[config.mk]
export PLATFORM = sky130hd
export DESIGN_NAME = busy_scoreboard
export DESIGN_NICKNAME = d
export VERILOG_FILES = /design/src/rtl/sb_pkg.sv /design/src/rtl/sb_onehot.sv /design/src/rtl/sb_bit_array.sv /design/src/rtl/sb_probe.sv /design/src/rtl/busy_scoreboard.sv
export SDC_FILE = /design/constraint.sdc
export NUM_CORES = 1
export LEC_CHECK = 0
export ABC_CLOCK_PERIOD_IN_PS = 4700
export BUFFER_PORTS_ARGS = -buffer_cell sky130_fd_sc_hd__buf_2
export CAP_MARGIN = 25
export CORE_UTILIZATION = 30
export DETAILED_ROUTE_END_ITERATION = 10
export HOLD_SLACK_MARGIN = 0.12
export PLACE_DENSITY = 0.57
export SLEW_MARGIN = 40
export SYNTH_ARGS = -nofsm -noshare
export SYNTH_HDL_FRONTEND = slang
export SYNTH_HIERARCHICAL = 1
export SYNTH_SLANG_ARGS = --single-unit
[constraint.sdc]
create_clock -name clk -period 4.7 [get_ports clk]
set_input_delay 0.47 -clock clk [delete_from_list [all_inputs] [get_ports clk]]
set_output_delay 0.47 -clock clk [all_outputs]
set_load 0.01 [all_outputs]
[src/rtl/sb_pkg.sv]
package sb_pkg;

    localparam int unsigned SB_REGS   = 32;
    localparam int unsigned SB_PROBES = 3;

    typedef enum logic [1:0] {
        PROBE_SRC_A = 2'd0,
        PROBE_SRC_B = 2'd1,
        PROBE_DEST  = 2'd2
    } probe_role_e;

endpackage

[src/rtl/sb_onehot.sv]
module sb_onehot #(
    parameter int unsigned N = 32,
    parameter int unsigned W = 5
) (
    input  logic         en,
    input  logic [W-1:0] idx,
    output logic [N-1:0] mask
);

    for (genvar i = 0; i < N; i++) begin : g_bit
        if (i == 0) begin : g_zero
            assign mask[i] = 1'b0;          // register 0 is never tracked
        end else begin : g_live
            assign mask[i] = en && (idx == W'(i));
        end
    end

endmodule

[src/rtl/sb_bit_array.sv]
module sb_bit_array #(
    parameter int unsigned N = 32
) (
    input  logic         clk,
    input  logic         rst_n,
    input  logic [N-1:0] clr_mask,
    input  logic [N-1:0] set_mask,
    output logic [N-1:0] busy_q,
    output logic [N-1:0] busy_eff
);

    // Clears take effect for the current cycle's queries.
    assign busy_eff = busy_q & ~clr_mask;

    // A set in the same cycle as a clear of the same bit wins.
    always_ff @(posedge clk or negedge rst_n) begin
        if (!rst_n) begin
            busy_q <= '0;
        end else begin
            busy_q <= busy_eff | set_mask;
        end
    end

endmodule

[src/rtl/sb_probe.sv]
module sb_probe #(
    parameter int unsigned N = 32,
    parameter int unsigned W = 5
) (
    input  logic         vld,
    input  logic [W-1:0] idx,
    input  logic [N-1:0] busy_eff,
    output logic         hit
);

    localparam int unsigned SPAN = 1 << W;

    logic [SPAN-1:0] padded;

    assign padded = SPAN'(busy_eff);
    assign hit    = vld && (idx != '0) && padded[idx];

endmodule

[src/rtl/busy_scoreboard.sv]
module busy_scoreboard
    import sb_pkg::*;
#(
    parameter  int unsigned NUM_REGS = SB_REGS,
    localparam int unsigned IDX_W    = $clog2(NUM_REGS)
) (
    input  logic             clk,
    input  logic             rst_n,
    input  logic             src_a_vld,
    input  logic [IDX_W-1:0] src_a_idx,
    input  logic             src_b_vld,
    input  logic [IDX_W-1:0] src_b_idx,
    input  logic             dst_vld,
    input  logic [IDX_W-1:0] dst_idx,
    input  logic             issue_req,
    input  logic             commit_en,
    input  logic [IDX_W-1:0] commit_idx,
    output logic             stall
);

    logic [NUM_REGS-1:0]  busy_q;
    logic [NUM_REGS-1:0]  busy_eff;
    logic [NUM_REGS-1:0]  set_mask;
    logic [NUM_REGS-1:0]  clr_mask;
    logic                 issue_fire;

    logic                 probe_vld [SB_PROBES];
    logic [IDX_W-1:0]     probe_idx [SB_PROBES];
    logic [SB_PROBES-1:0] probe_hit;

    assign probe_vld[PROBE_SRC_A] = src_a_vld;
    assign probe_idx[PROBE_SRC_A] = src_a_idx;
    assign probe_vld[PROBE_SRC_B] = src_b_vld;
    assign probe_idx[PROBE_SRC_B] = src_b_idx;
    assign probe_vld[PROBE_DEST]  = dst_vld;
    assign probe_idx[PROBE_DEST]  = dst_idx;

    for (genvar p = 0; p < SB_PROBES; p++) begin : g_probe
        sb_probe #(
            .N (NUM_REGS),
            .W (IDX_W)
        ) u_probe (
            .vld      (probe_vld[p]),
            .idx      (probe_idx[p]),
            .busy_eff (busy_eff),
            .hit      (probe_hit[p])
        );
    end

    assign stall      = |probe_hit;
    assign issue_fire = issue_req && dst_vld && !stall;

    sb_onehot #(
        .N (NUM_REGS),
        .W (IDX_W)
    ) u_set_dec (
        .en   (issue_fire),
        .idx  (dst_idx),
        .mask (set_mask)
    );

    sb_onehot #(
        .N (NUM_REGS),
        .W (IDX_W)
    ) u_clr_dec (
        .en   (commit_en),
        .idx  (commit_idx),
        .mask (clr_mask)
    );

    sb_bit_array #(
        .N (NUM_REGS)
    ) u_bits (
        .clk      (clk),
        .rst_n    (rst_n),
        .clr_mask (clr_mask),
        .set_mask (set_mask),
        .busy_q   (busy_q),
        .busy_eff (busy_eff)
    );

endmodule

==> flow_metrics.py, run 1 <==
metrics = {
    "power": {
        "power.internal_uw": 615,
        "powerDensity_nw_per_um2": 278,
        "switchingPower_uw": 253,
        "power.total_uw": 868,
        "switching_share_pct": 29.2,
        "seqPwrFrac_pct": 37.8,
        "clock_power_share_pct": 27.9,
        "ir_drop_mv": 0.110,
        "p_comb_share_pct": 34.3,
        "p_leak_nw": 1.34,
    },
    "cells_and_area": {
        "areaGrowthSynthToFinish_pct": 8.95,
        "fin_nets": 308,
        "final-seq-area_sq_um": 801,
        "layout_common_cells": "65 x nor2_1, 32 x nor2b_4, 32 x or2_1, 32 x dfrtp_1, 26 x buf_2",
        "largest_reg_flops": 32,
        "largestRegisters": "u_bits/busy_q: 32 flops",
        "drive_gt1_share_pct": 32.4,
        "multi_input_area_sq_um": 1930,
        "fill_cells": 954,
        "top_register": "u_bits/busy_q",
        "layout_commonest_cell": "nor2_1",
        "antenna_cells": 0,
    },
    "die": {
        "chipWidth_um": 99.7,
        "die_h_um": 99.7,
        "rows": 35,
        "die_area_sq_um": 9950,
        "start_util_pct": 31.0,
        "io_pins": 28,
        "fp.coreArea_sq_um": 9240,
    },
    "synthesis": {
        "syn_inst": 264,
        "synth_edf_count": 0,
        "synth_top_area_share_pct": 27.9,
        "synth.avg_cell_area_sq_um": 10.9,
        "synth_cell_types": 27,
        "post-synth-top-area-cell": "dfrtp_1",
        "async_flop_share_pct": 100,
        "ys.warnings.count": 6,
        "ys_seq_area_share_pct": 27.9,
        "synth_seq_cells": 32,
        "ys.flop_type": "dfrtp_1",
        "yosys-top-cells-area": "dfrtp_1 28%, mux4_2 17%, nor2b_4 15%, nor2_1 8.5%, or2_1 7.0%",
        "synth_nets": 291,
        "netlist_area_sq_um": 2870,
    },
    "worst_setup_path": {
        "cpPeakStageDelay_ns": 0.59,
        "cp-start-kind": "input pin",
        "cp_max_fo": 8,
        "r2r_start": "u_bits/busy_q[31]$_DFF_PN0_",
        "critPathTopFamily": "simple AND/OR/NAND/NOR gates",
        "crit_path_end_kind": "flop",
        "arrival_ns": 3.84,
        "crit_type": "in2reg",
        "path_cells": "buf_2 > or4b_1 > nor2_1 > nor2b_4 > mux4_1 > mux2i_1 > a22oi_1 > and3_1 > or3_4 > nor2_2 > or4b_1 > nor2_1 > or2_1",
        "critPathSlowestCell": "or4b_1",
        "cp_data_required_time_ns": 4.93,
        "critPathLaunch": "commit_idx[4]",
        "path_buf_inv": 1,
    },
    "global_routing": {
        "grt_pass1_wl_mm": 12.0,
        "grt_max_degree": 33,
        "antenna_found_initial": 0,
        "grt_pass1_vias": 2154,
        "grt-ovfl-total": 0,
        "grt_util_all_layers_pct": 16.5,
    },
    "timing": {
        "post-route-period-util_pct": 76.7,
        "finalCriticalPeriod_ns": 3.60,
        "relSlewSlack_pct": 66.1,
        "tightest_slew_ns": 0.508,
        "setup_viol": 0,
        "clock_skew_ns": 0.00482,
        "final_max_slew_viol_count": 0,
        "clock.fmax_mhz": 278,
        "hold_viol": 0,
        "fin_tns_setup_ns": 0,
        "rsz0062_at_grt": "false",
    },
    "clock_network": {
        "cts-resized-gates": 0,
        "ctsHtreeMaxLevel": 2,
        "cts_setup_buffers": 0,
        "cts_tree": "done",
        "insertion_delay_ns": 0.29,
        "cts_hold_buf": 0,
        "clk_path_buf_depth": 2,
        "cts_num_sinks": 32,
        "cts_made_buffers": 5,
        "path_clk_slew_ns": 0.07,
        "cts_root_buffer": "clkbuf_8",
    },
    "route": {
        "antenna_left": 0,
        "totalWireLength_mm": 7.61,
        "drt_iter0_drc": 114,
        "wl_per_cell_um": 18.6,
        "via_per_inst": 5.08,
        "vias": 2083,
        "drc": 0,
        "first_pass_iters": 4,
    },
    "placement": {
        "routabilityCongestion": 0.853,
        "io_buffers": 27,
        "dp.final_hpwl_mm": 5.35,
    },
    "run": {
        "cap_violations": 0,
    },
    "min_path": {
        "hold_class": "in2async",
    },
    "run_status": {
        "status": "finished, final reports clean",
    },
}
==> metal layers <==
metal | wire length, um | up-vias | share of wire, % | GRT usage (%)
li1 | - | 962 | - | -
met1 | 3090 | 1044 | 41 | 19.3
met2 | 3910 | 58 | 51 | 28.3
met3 | 355 | 19 | 4.7 | 2.74
met4 | 257 | 0 | 3.4 | 10.1
met5 | 0 | - | 0 | 0
==> final cells by class <==
| cell class | count | share of cell area [%] |
|---|---|---|
| multi-input combinational | 215 | 61.7 |
| timing repair buffer | 27 | 4.41 |
| sequential | 32 | 25.7 |
| clock buffer | 7 | 3.09 |
| tap | 129 | 5.17 |
==> power by group through the flow <==
stage | clock, mW | combinational, mW | sequential, mW
6_report | 0.242 | 0.298 | 0.328
5_1_grt | 0.262 | 0.321 | 0.332
4_1_cts | 0.248 | 0.299 | 0.328
3_5_place_dp | 0 | 0.297 | 0.334
3_3_place_gp | 0 | 0.292 | 0.331
2_1_floorplan | 0 | 0.232 | 0.330
==> worst reg2reg max path, cell delays in order, from the launching register on <==
cell	delay (ns)
dfrtp_1	0.37
nor2b_4	0.13
mux4_2	0.49
mux2i_1	0.15
a31oi_1	0.12
and3_1	0.19
or3_4	0.38
nor2_2	0.35
or4b_1	0.53
nor2_1	0.11
or2_1	0.12
==> metrics by stage <==
stage	cell area, sq um	utilization (%)	instances	hold WS, ns	setup slack (ns)
after floorplan	2870	-	264	0.174	1.23
after global placement	3020	32.7	403	0.579	0.887
after detailed placement	3020	32.7	403	0.593	0.799
after CTS	3120	33.8	410	0.285	1.10
after global routing	3120	33.8	410	0.154	0.939
final	3120	33.8	410	0.123	1.10
==> logic make-up after synthesis <==
group | Yosys count | share of synthesized area, %
multiplexers | 36 | 23.4
flip-flops | 32 | 27.9
buffers and inverters | 17 | 4.85
other | 2 | 0.262
AND/OR/NAND/NOR | 168 | 41.5
AO/OA/AOI/OAI | 9 | 1.96
==> worst paths after layout <==
check,slack (ns),end,cells after the start
setup / recovery,1.10,u_bits/busy_q[2]$_DFF_PN0_,13
hold / removal,0.12,u_bits/busy_q[17]$_DFF_PN0_,1
setup reg to reg,1.70,u_bits/busy_q[2]$_DFF_PN0_,10
hold reg to reg,0.61,u_bits/busy_q[21]$_DFF_PN0_,2
max in group asynchronous,4.25,u_bits/busy_q[11]$_DFF_PN0_,1
min in group clk,0.61,u_bits/busy_q[21]$_DFF_PN0_,2
==> cell usage after synthesis, types with 3 or more instances <==
master,number
a22oi_1,3
a31oi_1,3
and2b_1,3
and3_1,3
buf_6,9
clkbuf_1,6
dfrtp_1,32
mux2i_1,12
mux4_1,3
mux4_2,21
nand2_1,3
nand2b_1,4
nand3b_1,3
nand4b_1,6
nand4bb_1,6
nor2_1,65
nor2b_4,32
o21ai_0,3
or2_1,32
or4_1,3
No activity file was read; power rests on OpenSTA's default activity.
==> inputs of run 2 (changes only) <==
ABC_AREA = 1   (was default)
ABC_CLOCK_PERIOD_IN_PS = 3800   (was 4700)
clock period = 3.8 ns   (was 4.7 ns; I/O delays follow)
==> flow_metrics.py, run 2 <==
metrics = {
    "run_status": {
        "status": "finished, final reports clean",
    },
    "synthesis": {
        "synth_nets": 606,
        "synth_compound_area_share_pct": 1.87,
        "synth.avg_cell_area_sq_um": 5.55,
        "ys_seq_area_share_pct": 24.9,
        "synth-xor-area-share_pct": 0,
        "synth_edf_count": 0,
        "synth_seq_cells": 32,
        "ys.warnings.count": 6,
        "yosys-top-cells-area": "dfrtp_1 25%, nand2_1 25%, inv_1 14%, nor2_1 10%, nand3_1 8.9%",
        "synth.mux.area_fraction_pct": 0,
        "yosysMostFrequentCell": "nand2_1",
        "synth_top_area_share_pct": 24.9,
        "syn_inst": 579,
        "ys.flop_type": "dfrtp_1",
        "async_flop_share_pct": 100,
        "synth_fa_ha_area_share_pct": 0,
        "synth_cell_types": 18,
        "synth-simple-area-share_pct": 50.5,
        "post-synth-top-area-cell": "dfrtp_1",
        "yosys-top-cells-count": "210 x nand2_1, 123 x inv_1, 87 x nor2_1",
        "netlist_area_sq_um": 3210,
        "synth_top_family_by_area": "simple AND/OR/NAND/NOR gates",
    },
    "route": {
        "drc": 0,
        "first_pass_iters": 5,
        "totalWireLength_mm": 9.36,
        "antenna_left": 0,
        "drt_iter0_drc": 237,
        "wl_per_cell_um": 12.8,
        "via_per_inst": 4.58,
        "vias": 3352,
    },
    "worst_setup_path": {
        "crit_cells": 22,
        "path_buf_inv": 4,
        "worst_path_most_repeated_cell": "nand2_1",
        "cp-start-kind": "input pin",
        "r2r_cells": 17,
        "arrival_ns": 2.95,
        "crit_path_end_kind": "flop",
        "cp_data_required_time_ns": 4.03,
        "critPathSlowestCell": "nand2_1",
        "path_cells": "buf_2 > nor2_1 > nand2_1 > nor2_1 > inv_1 > nand2_1 > inv_1 > nand2_1 > nand3_1 > nand3_1 > nand2_1 > nand2_1 > nand3_1 > nand2_1 > nor2_1 > nor2_2 > nand2_2 > nor2_2 > nand2_1 > nor2_1 > inv_1 > nand2_1",
        "critPathTopFamily": "simple AND/OR/NAND/NOR gates",
        "crit_type": "in2reg",
        "cp_max_fo": 16,
        "cpPeakStageDelay_ns": 0.37,
    },
    "timing": {
        "tightest_slew_ns": 0.580,
        "fin_tns_setup_ns": 0,
        "finalCriticalPeriod_ns": 2.72,
        "post-route-period-util_pct": 71.5,
        "rsz0062_at_grt": "false",
        "final_max_slew_viol_count": 0,
        "clock.fmax_mhz": 368,
        "whs_ns": 0.470,
        "clock_skew_ns": 0.00697,
        "setup_viol": 0,
        "relSlewSlack_pct": 61.2,
        "hold_viol": 0,
    },
    "global_routing": {
        "grt_use_met1_pct": 22.6,
        "antenna_found_initial": 0,
        "top_usage_layer": "met2",
        "grt_pass1_vias": 3318,
        "grt_util_all_layers_pct": 18.1,
        "use_met2_pct": 30.6,
        "grt_pass1_wl_mm": 15.8,
        "use_met3_pct": 3.28,
        "grt-ovfl-total": 0,
        "grt_max_degree": 33,
    },
    "min_path": {
        "hold_class": "reg2reg",
        "min_delay_path_depth": 2,
    },
    "die": {
        "chipWidth_um": 105,
        "io_pins": 28,
        "die_area_sq_um": 11100,
        "start_util_pct": 31.0,
        "fp.coreArea_sq_um": 10400,
        "die_h_um": 105,
        "rows": 37,
    },
    "placement": {
        "dp.final_hpwl_mm": 7.27,
        "routabilityCongestion": 0.878,
        "io_buffers": 27,
        "post_dp_cell_area_sq_um": 3300,
    },
    "cells_and_area": {
        "largest_reg_flops": 32,
        "top_register": "u_bits/busy_q",
        "areaGrowthSynthToFinish_pct": 6.23,
        "stdcell_area_sq_um": 3410,
        "final_core_util_pct": 32.9,
        "fin_nets": 623,
        "fill_cells": 1218,
        "antenna_cells": 0,
        "drive_gt1_share_pct": 11.6,
        "largestRegisters": "u_bits/busy_q: 32 flops",
        "layout_commonest_cell": "nand2_1",
        "layout_common_cells": "210 x nand2_1, 123 x inv_1, 87 x nor2_1, 57 x nand3_1, 32 x dfrtp_1",
    },
    "clock_network": {
        "cts_root_buffer": "clkbuf_8",
        "path_clk_slew_ns": 0.07,
        "cts_made_buffers": 5,
        "clk_path_buf_depth": 2,
        "cts_tree": "done",
        "cts_setup_buffers": 0,
        "cts-resized-gates": 0,
        "insertion_delay_ns": 0.29,
        "ctsHtreeMaxLevel": 2,
        "cts_num_sinks": 32,
    },
    "power": {
        "power.total_mw": 1.03,
        "powerDensity_nw_per_um2": 303,
        "p_leak_nw": 1.89,
        "ir_drop_mv": 0.111,
    },
    "run": {
        "cap_violations": 0,
    },
}
-- run 2: repair_timing --
action / CTS / global route
endpoints found under the hold margin: 0 / 32
endpoints found under the setup margin: 0 / 0
hold buffers: 0 / 1
-- run 2: worst register-to-register path, delay by kind of cell (launching register included) --
family | cells | cell delay [ns]
AND/OR/NAND/NOR | 15 | 1.66
buffers and inverters | 2 | 0.15
flip-flops | 1 | 0.36
-- run 2: cell type report --
type                            count  area (sq um)  area share (%)
Multi-Input combinational cell    400          1690            49.5
Sequential cell                    32           801            23.5
Inverter                          129           507            14.9
Tap cell                          136           170            4.99
Timing Repair Buffer               28           148            4.33
Clock buffer                        7          96.3            2.82
-- run 2: per-layer routing --
layer	up-vias	routed length, um
met5	-	0
met4	0	265
met3	25	506
met2	104	4470
met1	1517	4120
li1	1706	-
-- run 2: through the flow --
| step | setup WS (ns) | instances |
|---|---|---|
| after floorplan | 1.57 | 579 |
| after global placement | 0.889 | 724 |
| after detailed placement | 0.842 | 724 |
| after CTS | 1.14 | 731 |
| after global routing | 0.782 | 732 |
| final | 1.08 | 732 |
-- run 2: final timing paths --
kind | start | end | slack [ns]
max reg2reg | u_bits/busy_q[5]$_DFF_PN0_ | u_bits/busy_q[22]$_DFF_PN0_ | 1.59
max in group asynchronous | rst_n | u_bits/busy_q[29]$_DFF_PN0_ | 2.92
min reg2reg | u_bits/busy_q[10]$_DFF_PN0_ | u_bits/busy_q[10]$_DFF_PN0_ | 0.47
max | commit_idx[1] | u_bits/busy_q[22]$_DFF_PN0_ | 1.08
min | u_bits/busy_q[10]$_DFF_PN0_ | u_bits/busy_q[10]$_DFF_PN0_ | 0.47
min in group asynchronous | rst_n | u_bits/busy_q[4]$_DFF_PN0_ | 0.57
-- run 2: kinds of logic (layout without fill, tap and decap cells) --
group | count (synthesis) | after routing
simple gates | 386 | 386
other cells | 2 | 2
flops | 32 | 32
compound gates | 12 | 12
buf+inv | 147 | 164
-- run 2: where the power goes --
part	leakage, nW	switching (mW)	internal, mW
registers	0.427	0.0128	0.389
clock network	0.0503	0.124	0.161
logic	1.41	0.245	0.103
